File: config.mk
export PLATFORM = sky130hd
export DESIGN_NAME = stack_guard
export DESIGN_NICKNAME = d
export VERILOG_FILES = /design/src/rtl/stack_guard_pkg.sv /design/src/rtl/stack_guard_limit.sv /design/src/rtl/stack_guard_zone.sv /design/src/rtl/stack_guard_seq.sv /design/src/rtl/stack_guard_yel.sv /design/src/rtl/stack_guard.sv
export SDC_FILE = /design/constraint.sdc
export NUM_CORES = 1
export LEC_CHECK = 0
export BUFFER_PORTS_ARGS = -buffer_cell sky130_fd_sc_hd__buf_4
export CAP_MARGIN = 20
export CORE_ASPECT_RATIO = 1.1
export CORE_MARGIN = 2
export CORE_UTILIZATION = 30
export DETAILED_ROUTE_END_ITERATION = 10
export PLACE_DENSITY = 0.66
export SLEW_MARGIN = 20
export SYNTH_ARGS = -nofsm -noshare
export SYNTH_HDL_FRONTEND = slang
export SYNTH_SLANG_ARGS = --single-unit
File: constraint.sdc
create_clock -name clk -period 3.1 [get_ports clk]
set_clock_uncertainty 0.2 [all_clocks]
set_input_delay 0.775 -clock clk [delete_from_list [all_inputs] [get_ports clk]]
set_output_delay 0.775 -clock clk [all_outputs]
set_load 0.05 [all_outputs]
File: src/rtl/stack_guard_pkg.sv
package stack_guard_pkg;
   typedef enum logic [1:0] {
      ZONE_OK  = 2'b00,
      ZONE_YEL = 2'b01,
      ZONE_RED = 2'b10
   } zone_e;

   typedef enum logic [2:0] {
      SQ_IDLE     = 3'd0,
      SQ_SAVE_PC  = 3'd1,
      SQ_SAVE_PSW = 3'd2,
      SQ_LOAD_SP  = 3'd3,
      SQ_VECTOR   = 3'd4
   } seq_e;
endpackage

File: src/rtl/stack_guard_limit.sv
module stack_guard_limit #(
   parameter int unsigned AW      = 16,
   parameter int unsigned LIMW    = 8,
   parameter int unsigned LIM_RST = 0
) (
   input  logic            clk,
   input  logic            rst_n,
   input  logic            we,
   input  logic [LIMW-1:0] wdata,
   output logic [LIMW-1:0] limit_o,
   output logic [AW-1:0]   rdata_o
);
   localparam int unsigned LOW = AW - LIMW;

   if (LIMW == 0 || LIMW >= AW) begin : g_bad_width
      $error("stack_guard_limit: LIMW must lie in 1..AW-1");
   end
   if (LIM_RST >= (1 << LIMW)) begin : g_bad_reset
      $error("stack_guard_limit: LIM_RST does not fit in LIMW bits");
   end

   logic [LIMW-1:0] lim_q;

   always_ff @(posedge clk or negedge rst_n) begin
      if (!rst_n)  lim_q <= LIMW'(LIM_RST);
      else if (we) lim_q <= wdata;
   end

   assign limit_o = lim_q;
   assign rdata_o = {lim_q, {LOW{1'b1}}};
endmodule

File: src/rtl/stack_guard_zone.sv
module stack_guard_zone
   import stack_guard_pkg::*;
#(
   parameter int unsigned AW         = 16,
   parameter int unsigned LIMW       = 8,
   parameter int unsigned YEL_BYTES  = 32,
   parameter int unsigned GUARD_ADDR = 16'hFFFE
) (
   input  logic            chk_en,
   input  logic [AW-1:0]   addr,
   input  logic [LIMW-1:0] limit,
   output zone_e           zone_o
);
   localparam int unsigned LOW = AW - LIMW;

   if (YEL_BYTES >= (1 << LOW)) begin : g_bad_yel
      $error("stack_guard_zone: YEL_BYTES must be below one limit step");
   end
   if (GUARD_ADDR >= (1 << AW)) begin : g_bad_guard
      $error("stack_guard_zone: GUARD_ADDR out of address range");
   end

   localparam logic [AW-1:0] GUARD   = AW'(GUARD_ADDR);
   localparam logic [AW-1:0] YEL_OFS = AW'((1 << LOW) - YEL_BYTES);

   logic [AW-1:0] hi_addr;
   logic          in_guard;
   logic          below_floor;
   logic          in_yel;

   assign hi_addr  = {limit, {LOW{1'b1}}};
   assign in_guard = (addr >= GUARD);

   if (YEL_BYTES > 0) begin : g_two_zone
      logic [AW-1:0] lo_addr;
      assign lo_addr     = {limit, {LOW{1'b0}}} + YEL_OFS;
      assign below_floor = (addr < lo_addr);
      assign in_yel      = !below_floor && (addr <= hi_addr);
   end else begin : g_red_only
      assign below_floor = (addr <= hi_addr);
      assign in_yel      = 1'b0;
   end

   always_comb begin
      zone_o = ZONE_OK;
      if (chk_en) begin
         if (in_guard || below_floor) zone_o = ZONE_RED;
         else if (in_yel)             zone_o = ZONE_YEL;
      end
   end
endmodule

File: src/rtl/stack_guard_seq.sv
module stack_guard_seq
   import stack_guard_pkg::*;
#(
   parameter int unsigned AW        = 16,
   parameter int unsigned PC_SLOT   = 0,
   parameter int unsigned PSW_SLOT  = 2,
   parameter int unsigned SP_RELOAD = 4,
   parameter int unsigned TRAP_VEC  = 4
) (
   input  logic          clk,
   input  logic          rst_n,
   input  logic          start,
   output logic          busy_o,
   output logic          save_wr_o,
   output logic          save_sel_psw_o,
   output logic [AW-1:0] save_addr_o,
   output logic          sp_load_o,
   output logic [AW-1:0] sp_value_o,
   output logic          vec_fetch_o,
   output logic [AW-1:0] vec_addr_o
);
   if (PC_SLOT == PSW_SLOT) begin : g_bad_slots
      $error("stack_guard_seq: PC and PSW save slots must differ");
   end

   seq_e st_q, st_d;

   always_comb begin
      st_d = st_q;
      unique case (st_q)
         SQ_IDLE:     if (start) st_d = SQ_SAVE_PC;
         SQ_SAVE_PC:  st_d = SQ_SAVE_PSW;
         SQ_SAVE_PSW: st_d = SQ_LOAD_SP;
         SQ_LOAD_SP:  st_d = SQ_VECTOR;
         SQ_VECTOR:   st_d = SQ_IDLE;
         default:     st_d = SQ_IDLE;
      endcase
   end

   always_ff @(posedge clk or negedge rst_n) begin
      if (!rst_n) st_q <= SQ_IDLE;
      else        st_q <= st_d;
   end

   assign busy_o         = (st_q != SQ_IDLE);
   assign save_wr_o      = (st_q == SQ_SAVE_PC) || (st_q == SQ_SAVE_PSW);
   assign save_sel_psw_o = (st_q == SQ_SAVE_PSW);
   assign save_addr_o    = (st_q == SQ_SAVE_PSW) ? AW'(PSW_SLOT) : AW'(PC_SLOT);
   assign sp_load_o      = (st_q == SQ_LOAD_SP);
   assign sp_value_o     = AW'(SP_RELOAD);
   assign vec_fetch_o    = (st_q == SQ_VECTOR);
   assign vec_addr_o     = AW'(TRAP_VEC);
endmodule

File: src/rtl/stack_guard_yel.sv
module stack_guard_yel (
   input  logic clk,
   input  logic rst_n,
   input  logic yel_hit,
   input  logic red_hit,
   input  logic instr_end,
   input  logic busy,
   output logic trap_o
);
   logic pend_q;
   logic fire;

   assign fire   = instr_end && !busy;
   assign trap_o = fire && (pend_q || yel_hit);

   always_ff @(posedge clk or negedge rst_n) begin
      if (!rst_n)       pend_q <= 1'b0;
      else if (red_hit) pend_q <= 1'b0;
      else if (fire)    pend_q <= 1'b0;
      else if (yel_hit) pend_q <= 1'b1;
   end
endmodule

File: src/rtl/stack_guard.sv
module stack_guard
   import stack_guard_pkg::*;
#(
   parameter int unsigned AW         = 16,
   parameter int unsigned LIMW       = 8,
   parameter int unsigned LIM_RST    = 0,
   parameter int unsigned YEL_BYTES  = 32,
   parameter int unsigned GUARD_ADDR = 16'hFFFE,
   parameter int unsigned PC_SLOT    = 0,
   parameter int unsigned PSW_SLOT   = 2,
   parameter int unsigned SP_RELOAD  = 4,
   parameter int unsigned TRAP_VEC   = 4
) (
   input  logic            clk,
   input  logic            rst_n,
   input  logic            lim_we,
   input  logic [LIMW-1:0] lim_wdata,
   output logic [AW-1:0]   lim_rdata,
   input  logic            acc_valid,
   input  logic [AW-1:0]   acc_addr,
   input  logic            acc_stack,
   input  logic            acc_kernel,
   input  logic            acc_write,
   input  logic            instr_end,
   output logic [1:0]      cls_o,
   output logic            abort_o,
   output logic            wr_inhibit_o,
   output logic            yel_trap_o,
   output logic            seq_busy_o,
   output logic            save_wr_o,
   output logic [AW-1:0]   save_addr_o,
   output logic            save_sel_psw_o,
   output logic            sp_load_o,
   output logic [AW-1:0]   sp_value_o,
   output logic            vec_fetch_o,
   output logic [AW-1:0]   vec_addr_o
);
   logic [LIMW-1:0] limit;
   logic            chk_en;
   zone_e           zone;
   logic            red_hit;
   logic            yel_hit;

   stack_guard_limit #(.AW(AW), .LIMW(LIMW), .LIM_RST(LIM_RST)) i_limit (
      .clk(clk), .rst_n(rst_n), .we(lim_we), .wdata(lim_wdata),
      .limit_o(limit), .rdata_o(lim_rdata)
   );

   assign chk_en = acc_valid && acc_stack && acc_kernel && !seq_busy_o;

   stack_guard_zone #(
      .AW(AW), .LIMW(LIMW), .YEL_BYTES(YEL_BYTES), .GUARD_ADDR(GUARD_ADDR)
   ) i_zone (
      .chk_en(chk_en), .addr(acc_addr), .limit(limit), .zone_o(zone)
   );

   assign red_hit      = (zone == ZONE_RED);
   assign yel_hit      = (zone == ZONE_YEL);
   assign cls_o        = zone;
   assign abort_o      = red_hit;
   assign wr_inhibit_o = red_hit && acc_write;

   stack_guard_seq #(
      .AW(AW), .PC_SLOT(PC_SLOT), .PSW_SLOT(PSW_SLOT),
      .SP_RELOAD(SP_RELOAD), .TRAP_VEC(TRAP_VEC)
   ) i_seq (
      .clk(clk), .rst_n(rst_n), .start(red_hit), .busy_o(seq_busy_o),
      .save_wr_o(save_wr_o), .save_sel_psw_o(save_sel_psw_o),
      .save_addr_o(save_addr_o), .sp_load_o(sp_load_o),
      .sp_value_o(sp_value_o), .vec_fetch_o(vec_fetch_o),
      .vec_addr_o(vec_addr_o)
   );

   stack_guard_yel i_yel (
      .clk(clk), .rst_n(rst_n), .yel_hit(yel_hit), .red_hit(red_hit),
      .instr_end(instr_end), .busy(seq_busy_o), .trap_o(yel_trap_o)
   );
endmodule

==> metrics.log, run 1 <==
[metrics] run status: finished with violations
[metrics] failing checks: negative setup slack
[metrics] core footprint: approximately 0.0040 sq mm
[metrics] share of total power in combinational logic: a little over three fifths
[metrics] internal power: between 400 and 500 uW
[metrics] smallest hold slack: between 0.15 and 0.2 ns
[metrics] Final Hold Fails: 0
[metrics] final std cell area, no fill: ~0.0018 sq mm
[metrics] Max IR drop VDD: 640 uV
[metrics] Final Setup Violations: 5
[metrics] Post-Synthesis Cells: 147
[metrics] Sw Pwr: 568 uW
[metrics] switch share: about 53%
[metrics] final worst-path cycle share: 103%
[metrics] type of the most critical hold path: input port to async pin
[metrics] cell-by-cell listing of the critical path: buf_8, ha_4, nand4_1, buf_4, nor3_2, a211o_1, a21oi_4, and2_4, buf_8
[metrics] total routing resource utilization after global routing: between 10% and 20%
[metrics] clock-pin slew on the worst setup and hold paths: around 0.05 ns
[metrics] final net count: 247
[metrics] number of buffers created by CTS: 3
[metrics] startpoint type of the worst setup path: input port
[metrics] H-tree levels: 1
[metrics] vertical die dimension: about 71 microns
[metrics] Worst EP required: approximately 2.1 ns
[metrics] number of buffers inserted by port buffering: 50
[metrics] Tmin final: 3.18 ns
[metrics] fraction of power consumed by the clock network: roughly 16%
[metrics] placed insts: between 200 and 250
[metrics] pin count of the biggest net entering global routing: 17
[metrics] most common cell type on the critical path: sky130_fd_sc_hd__buf_8
[metrics] layout cells sized above 1: between 40% and 50%
[metrics] post-synthesis register bit count: 12
[metrics] delay of the slowest critical-path stage: around 0.32 ns
[metrics] area after detailed placement: roughly 0.0015 sq mm
[metrics] growth of design area from synthesis to finish: 46.5%
[metrics] setup repair after global routing missed its margin: yes
[metrics] count of antenna diodes in the layout: 0
[metrics] setup ws final: -0.0827 ns
[metrics] Max Root-Sink Buffers: 2
[metrics] post-DR vias/cell: approximately 4
[metrics] Filler Cells Inserted: 409
[metrics] count of hold buffers inserted by post-cts repair: 0
[metrics] Cell variety after synth: 28
[metrics] share of the synthesized area in the top cell type: roughly a third
[metrics] Crit-path slowest cell: sky130_fd_sc_hd__a211o_1
[metrics] 1st-iter DRT viols: 11
[metrics] total vias in the final route: 1040
[metrics] type of destination of the critical path: primary output
[metrics] vias in the first global route: around 940
[metrics] syn_area_per_cell: between 8 and 9 sq um
[metrics] first-pass iteration count of the detailed router: 4
[metrics] width of the die: around 65 microns
[metrics] residual overflow from global routing: 0
[metrics] top-level I/O count: ~110
[metrics] average detailed-routed wire length per instance: roughly 11 microns
[metrics] WL final: slightly below 3000 microns
[metrics] cell area after synthesis: approximately 0.0012 sq mm
[metrics] clock sink count: 12
[metrics] DRC viols: 0
[metrics] Warnings, synthesis: 0
[metrics] total leakage power: between 0.0008 and 0.0009 uW
[metrics] post-synthesis async set-or-reset flop share: 100%
[metrics] Critical Path AT: 2.21 ns
[metrics] number of cell rows: 24
[metrics] maximum clock frequency: around 310 MHz
[metrics] cell type with the largest total area after synthesis: sky130_fd_sc_hd__buf_4
[metrics] list of most frequent post-synthesis cells: sky130_fd_sc_hd__buf_4, sky130_fd_sc_hd__dfrtp_1, sky130_fd_sc_hd__nand2_1, sky130_fd_sc_hd__inv_1, sky130_fd_sc_hd__o21ai_0
[metrics] insertion delay of the later-clocked pin in the worst-skew pair: around 0.24 ns
[metrics] effective utilization at floorplan: between 30% and 40%
[metrics] sequential-to-total area share from yosys stat: between 20 and 25%
[metrics] Post-synth EDFFs: 0
[metrics] pwr dens: 590 mW/mm^2
[metrics] most numerous cell in the Yosys netlist: sky130_fd_sc_hd__buf_4
[metrics] Root Buffer Master: sky130_fd_sc_hd__clkbuf_8
[metrics] Final Slew Violations: 0
[metrics] clock tree from TritonCTS: built
[metrics] CP max FO: 3
[metrics] post-route core utilization: a little under half
[metrics] first-pass GRT wire length: 4290 microns
[metrics] antenna viol nets, final: 0
[metrics] leading cell types by total area after synthesis: sky130_fd_sc_hd__buf_4, sky130_fd_sc_hd__dfrtp_1, sky130_fd_sc_hd__ha_1
[metrics] non-filler cells, final: 258
[metrics] sequential share of power: 20.9%
[metrics] die area: about 0.0046 sq mm
[metrics] critical path start-end classification: input port to primary output
[metrics] number of antenna violations at the first check in global routing: 0
[metrics] Final Wtd Congestion: 0.699
[metrics] prevailing post-synth register cell: sky130_fd_sc_hd__dfrtp_1
[metrics] Max-Cap Viols: 0
[metrics] DP Wirelength: between 2000 and 2500 microns
-- stage by stage --
stage                     setup WS (ns)  total power [uW]  setup TNS, ns
final                           -0.0827              1060         -0.262
after detailed placement         -0.221               846         -0.810
after global routing             -0.165              1120         -0.636
after floorplan                  -0.268               753         -0.268
after CTS                        -0.122              1050         -0.209
after global placement           -0.198               843         -0.664
-- path summary, 6_finish.rpt --
check | from | endpoint | slack, ns | depth (start not counted)
setup / recovery | acc_addr[9] | wr_inhibit_o | -0.08 | 9
hold reg to reg | i_seq.st_q[2] | i_seq.st_q[1] | 0.39 | 1
max in group asynchronous | rst_n | i_seq.st_q[2] | 2.38 | 1
hold / removal | rst_n | i_limit.limit_o[2] | 0.17 | 1
setup reg to reg | i_limit.limit_o[3] | i_seq.st_q[0] | 0.99 | 9
min in group clk | i_seq.st_q[2] | i_seq.st_q[1] | 0.39 | 1
-- worst max-delay path, delay by kind of cell --
kind	cells	cell delay (ns)
buffers and inverters	3	0.37
adders and majority gates	1	0.21
AOI/OAI and AO/OA	2	0.52
and+or+nand+nor	3	0.33
-- layout make-up --
| class | count | area [sq um] | area share, % |
|---|---|---|---|
| well taps | 52 | 65.1 | 3.61 |
| clock buffers | 4 | 55.1 | 3.06 |
| repair buffers | 59 | 518 | 28.8 |
| multi-input cells | 120 | 821 | 45.6 |
| inverters | 11 | 41.3 | 2.29 |
| flip-flops and latches | 12 | 300 | 16.7 |
-- placed cells by master, fill, tap and decap left out, drive strengths merged --
master	n
and3b	2
buf	59
nand3	1
or2	1
and4	1
a211oi	1
conb	55
nand4	6
nor2	3
and2	2
a21oi	8
clkbuf	4
nand2	12
dfrtp	12
inv	11
o21ai	10
a211o	1
a22oi	1
xnor2	1
nor4	1
ha	8
nor3b	2
nor3	3
or3	1
-- state kept, by name (all words and copies together), names as in the netlist --
signal and cells:
i_limit.limit_o 8, i_seq.st_q 3, i_yel.pend_q 1
-- logic make-up (layout without fill, tap and decap cells) --
logic type	after synthesis	after routing	synth area share [%]
adder cells (fa/ha/maj)	8	8	8.15
XOR/XNOR	1	1	0.713
buffers and inverters	68	74	37.9
flip-flops	12	12	24.4
other	2	55	0.611
AO/OA/AOI/OAI	21	21	9.98
AND/OR/NAND/NOR	35	35	18.2
-- metal layers --
| metal | GRT usage, % | share of wire (%) | vias to the layer above |
|---|---|---|---|
| met5 | 0 | 0 | - |
| met4 | 2.08 | 0.48 | 0 |
| met3 | 4.45 | 11 | 2 |
| met2 | 22.0 | 54 | 70 |
| met1 | 13.2 | 34 | 471 |
| li1 | - | - | 497 |
-- power by group through the flow --
| stage | combinational [uW] | clock, uW | sequential (uW) |
|---|---|---|---|
| 5_1_grt | 713 | 182 | 228 |
| 3_5_place_dp | 621 | 0 | 225 |
| 2_1_floorplan | 501 | 0 | 251 |
| 3_3_place_gp | 619 | 0 | 224 |
| 6_report | 671 | 170 | 222 |
| 4_1_cts | 654 | 175 | 222 |
-- timing repair --
action	4_1_cts	5_1_grt
setup endpoints to repair	5	5
pin swaps	14	16
setup buffers	3	2
resized for setup	22	16
No activity file was read; power rests on OpenSTA's default activity.
==> inputs of run 2 (changes only) <==
- ABC_AREA: default -> 1
- PLACE_DENSITY: 0.66 -> 0.65
==> run 2 against run 1 <==
Against the previous run: the run now ends clean; final cell count is 4.7% higher; via count is 1.4% lower; worst hold slack better by 0.0011 ns; routed wire length is 16% lower; clock-buffer cell count is 1 lower; first-iteration DRC count is 110% higher; register-to-register slack better by 0.35 ns; critical path type unchanged; largest power group unchanged.
==> metrics.log, run 2 <==
[metrics] core footprint: between 0.003 and 0.004 sq mm
[metrics] Tmin final: slightly above 3 ns
[metrics] placed insts: 266
[metrics] post-synthesis register bit count: 12
[metrics] Final Wtd Congestion: 0.733
[metrics] Post-synth EDFFs: 0
[metrics] Largest register FFs: 8
[metrics] total vias in the final route: 1025
[metrics] Buffers & Inverters on Critical Path: 2
[metrics] top-level I/O count: 106
[metrics] pin count of the biggest net entering global routing: 17
[metrics] critical path start-end classification: input port to primary output
[metrics] Routed met1 length: roughly 870 microns
[metrics] Post-Synthesis Cells: between 150 and 200
[metrics] Final Hold Fails: 0
[metrics] total routing resource utilization after global routing: approximately a tenth
[metrics] share of total power in combinational logic: 66.1%
[metrics] prevailing post-synth register cell: sky130_fd_sc_hd__dfrtp_1
[metrics] number of cell rows: 24
[metrics] post-DR vias/cell: between 3 and 4
[metrics] share of the synthesized area in the top cell type: 33.3%
[metrics] clock tree from TritonCTS: built
[metrics] switch share: approximately 56%
[metrics] number of buffers inserted by port buffering: 50
[metrics] commonest cells after routing, fill and taps aside: sky130_fd_sc_hd__conb_1, sky130_fd_sc_hd__buf_4, sky130_fd_sc_hd__nand2_1
[metrics] WL final: 2450 microns
[metrics] total leakage power: approximately 0.00094 uW
[metrics] Cell variety after synth: 23
[metrics] most numerous cell in the Yosys netlist: sky130_fd_sc_hd__buf_4
[metrics] vertical die dimension: slightly above 70 microns
[metrics] growth of design area from synthesis to finish: 35.5%
[metrics] routed wl met2: 1280 microns
[metrics] Final Setup Violations: 0
[metrics] Max Root-Sink Buffers: 2
[metrics] cell type with the largest total area after synthesis: sky130_fd_sc_hd__buf_4
[metrics] pwr dens: 600 mW/mm^2
[metrics] Max IR drop VDD: roughly 240 uV
[metrics] list of most frequent post-synthesis cells: sky130_fd_sc_hd__buf_4, sky130_fd_sc_hd__nand2_1, sky130_fd_sc_hd__inv_1, sky130_fd_sc_hd__dfrtp_1, sky130_fd_sc_hd__nor2_1
[metrics] non-filler cells, final: 270
[metrics] post-synthesis async set-or-reset flop share: 100%
[metrics] Worst EP required: 2.12 ns
[metrics] width of the die: approximately 66 microns
[metrics] Sw Pwr: 580 uW
[metrics] run status: completed
[metrics] final net count: 260
[metrics] count of hold buffers inserted by post-cts repair: 0
[metrics] syn_area_per_cell: approximately 7.5 sq um
[metrics] maximum clock frequency: between 300 and 400 MHz
[metrics] insertion delay of the later-clocked pin in the worst-skew pair: roughly 0.23 ns
[metrics] Warnings, synthesis: 0
[metrics] startpoint type of the worst setup path: input port
[metrics] die area: approximately 0.0047 sq mm
[metrics] cell area after synthesis: 0.00126 sq mm
[metrics] number of buffers created by CTS: 3
[metrics] DRC viols: 0
[metrics] startpoint of the lowest-slack register-to-register path: i_limit.limit_o[3]
[metrics] delay of the slowest critical-path stage: roughly 0.26 ns
[metrics] Final Slew Violations: 0
[metrics] area after detailed placement: 0.00149 sq mm
[metrics] vias in the first global route: roughly 860
[metrics] 1st-iter DRT viols: 23
[metrics] average detailed-routed wire length per instance: about 9 microns
[metrics] antenna viol nets, final: 0
[metrics] CP max FO: 3
[metrics] routed wire length on met3: roughly 240 microns
[metrics] first-pass iteration count of the detailed router: 4
[metrics] clock sink count: 12
[metrics] type of destination of the critical path: primary output
[metrics] worst reg2reg setup slack: 1.34 ns
[metrics] count of antenna diodes in the layout: 0
[metrics] final total power: between 1000 and 1500 uW
[metrics] effective utilization at floorplan: 31.6%
[metrics] cell-by-cell listing of the critical path: buf_8, ha_4, nand2_4, nor2_4, and2_4, nand2_2, nand2_2, nand2_2, nor2_4, nor2_4, nor2_4, buf_8
[metrics] DP Wirelength: 2040 microns
[metrics] residual overflow from global routing: 0
[metrics] H-tree levels: 1
[metrics] Root Buffer Master: sky130_fd_sc_hd__clkbuf_8
[metrics] uppermost layer routed: met4
[metrics] number of antenna violations at the first check in global routing: 0
[metrics] internal power: roughly 450 uW
[metrics] leading cell types by total area after synthesis: sky130_fd_sc_hd__buf_4, sky130_fd_sc_hd__dfrtp_1, sky130_fd_sc_hd__ha_1
[metrics] post-route core utilization: a little over two fifths
[metrics] clock-pin slew on the worst setup and hold paths: ~0.05 ns
[metrics] layout cells sized above 1: around 41%
[metrics] Filler Cells Inserted: 416
[metrics] sequential share of power: about a fifth
[metrics] delay-heaviest family, CP: simple AND/OR/NAND/NOR gates
[metrics] fraction of power consumed by the clock network: a little over an eighth
[metrics] sequential-to-total area share from yosys stat: about a quarter
[metrics] Critical Path AT: slightly above 2 ns
[metrics] Setup Slack @ Placement: around 0.013 ns
[metrics] final worst-path cycle share: about 100%
[metrics] most common cell after layout, fill and taps aside: sky130_fd_sc_hd__conb_1
[metrics] type of the most critical hold path: input port to async pin
[metrics] Max-Cap Viols: 0
[metrics] final std cell area, no fill: ~0.0017 sq mm
[metrics] reg-to-reg critical path endpoint: i_yel.pend_q
[metrics] setup repair after global routing missed its margin: yes
[metrics] first-pass GRT wire length: 3470 microns
[metrics] Crit-path slowest cell: sky130_fd_sc_hd__ha_4
[metrics] setup ws final: around 0.056 ns
[metrics] cell depth of the worst flop-to-flop path: 11
[metrics] most common cell type on the critical path: sky130_fd_sc_hd__nor2_4
==> run 2: changes by cell type in the layout (fill, tap and decap cells not counted), sizes merged, moves of 4 or more <==
cell	before	now
a21oi	8	2
buf	59	51
inv	11	17
nand3	1	5
nand2	12	29
nor2	3	19
==> run 2: worst reg2reg max path, stage by stage (launching register included) <==
cell	delay, ns
sky130_fd_sc_hd__dfrtp_1	0.37
sky130_fd_sc_hd__inv_1	0.13
sky130_fd_sc_hd__ha_4	0.23
sky130_fd_sc_hd__a21oi_1	0.16
sky130_fd_sc_hd__nand2_1	0.08
sky130_fd_sc_hd__nand2_2	0.07
sky130_fd_sc_hd__nand2_1	0.06
sky130_fd_sc_hd__nand2_2	0.07
sky130_fd_sc_hd__nand2_2	0.06
sky130_fd_sc_hd__nor2_4	0.13
sky130_fd_sc_hd__nor2_4	0.06
sky130_fd_sc_hd__nor2_1	0.08
==> run 2: how the worst max path moves through the flow <==
stage	from	to	slack [ns]	cells past startpoint
2_1_floorplan	acc_addr[15]	yel_trap_o	-0.07	9
5_1_grt	acc_addr[11]	yel_trap_o	-0.03	12
3_3_place_gp	acc_addr[11]	yel_trap_o	0.02	12
6_report	acc_addr[13]	yel_trap_o	0.06	12
4_1_cts	acc_addr[11]	yel_trap_o	0.01	12
3_5_place_dp	acc_addr[11]	yel_trap_o	0.01	12
==> run 2: area by class of cell <==
type,count,area [sq um],share of cell area (%)
sequential,12,300,17.5
multi-input combinational,135,833,48.6
tap,52,65.1,3.80
timing repair buffer,51,409,23.9
inverter,17,63.8,3.73
clock buffer,3,41.3,2.41
==> run 2: cells by family after synthesis <==
| logic type | synth area share (%) |
|---|---|
| AOI/OAI and AO/OA | 4.95 |
| adders and majority gates | 7.92 |
| buffers and inverters | 38.6 |
| DFF | 23.8 |
| other | 0.594 |
| and+or+nand+nor | 24.2 |
==> run 2: per-layer routing <==
layer | global-route usage [%] | vias up
met5 | 0 | -
met3 | 1.86 | 4
met4 | 6.25 | 0
met1 | 10.4 | 448
met2 | 16.2 | 60
li1 | - | 513
==> run 2: power by group through the flow <==
stage | combinational (uW) | clock, uW | sequential (uW)
after global routing | 720 | 149 | 219
after CTS | 641 | 140 | 214
after detailed placement | 640 | 0 | 216
after global placement | 636 | 0 | 216
final | 680 | 134 | 215
after floorplan | 525 | 0 | 245
==> run 2: per-stage QoR <==
step | setup TNS [ns] | hold WS [ns]
after CTS | 0 | 0.171
after floorplan | -0.0702 | 0.265
after global placement | 0 | 0.288
final | 0 | 0.169
after detailed placement | 0 | 0.293
after global routing | -0.0341 | 0.171
==> run 2: timing repair <==
action                     in CTS  in global routing
gates resized for setup         0                 29
setup endpoints to repair       0                  5
buffers inserted                0                  1
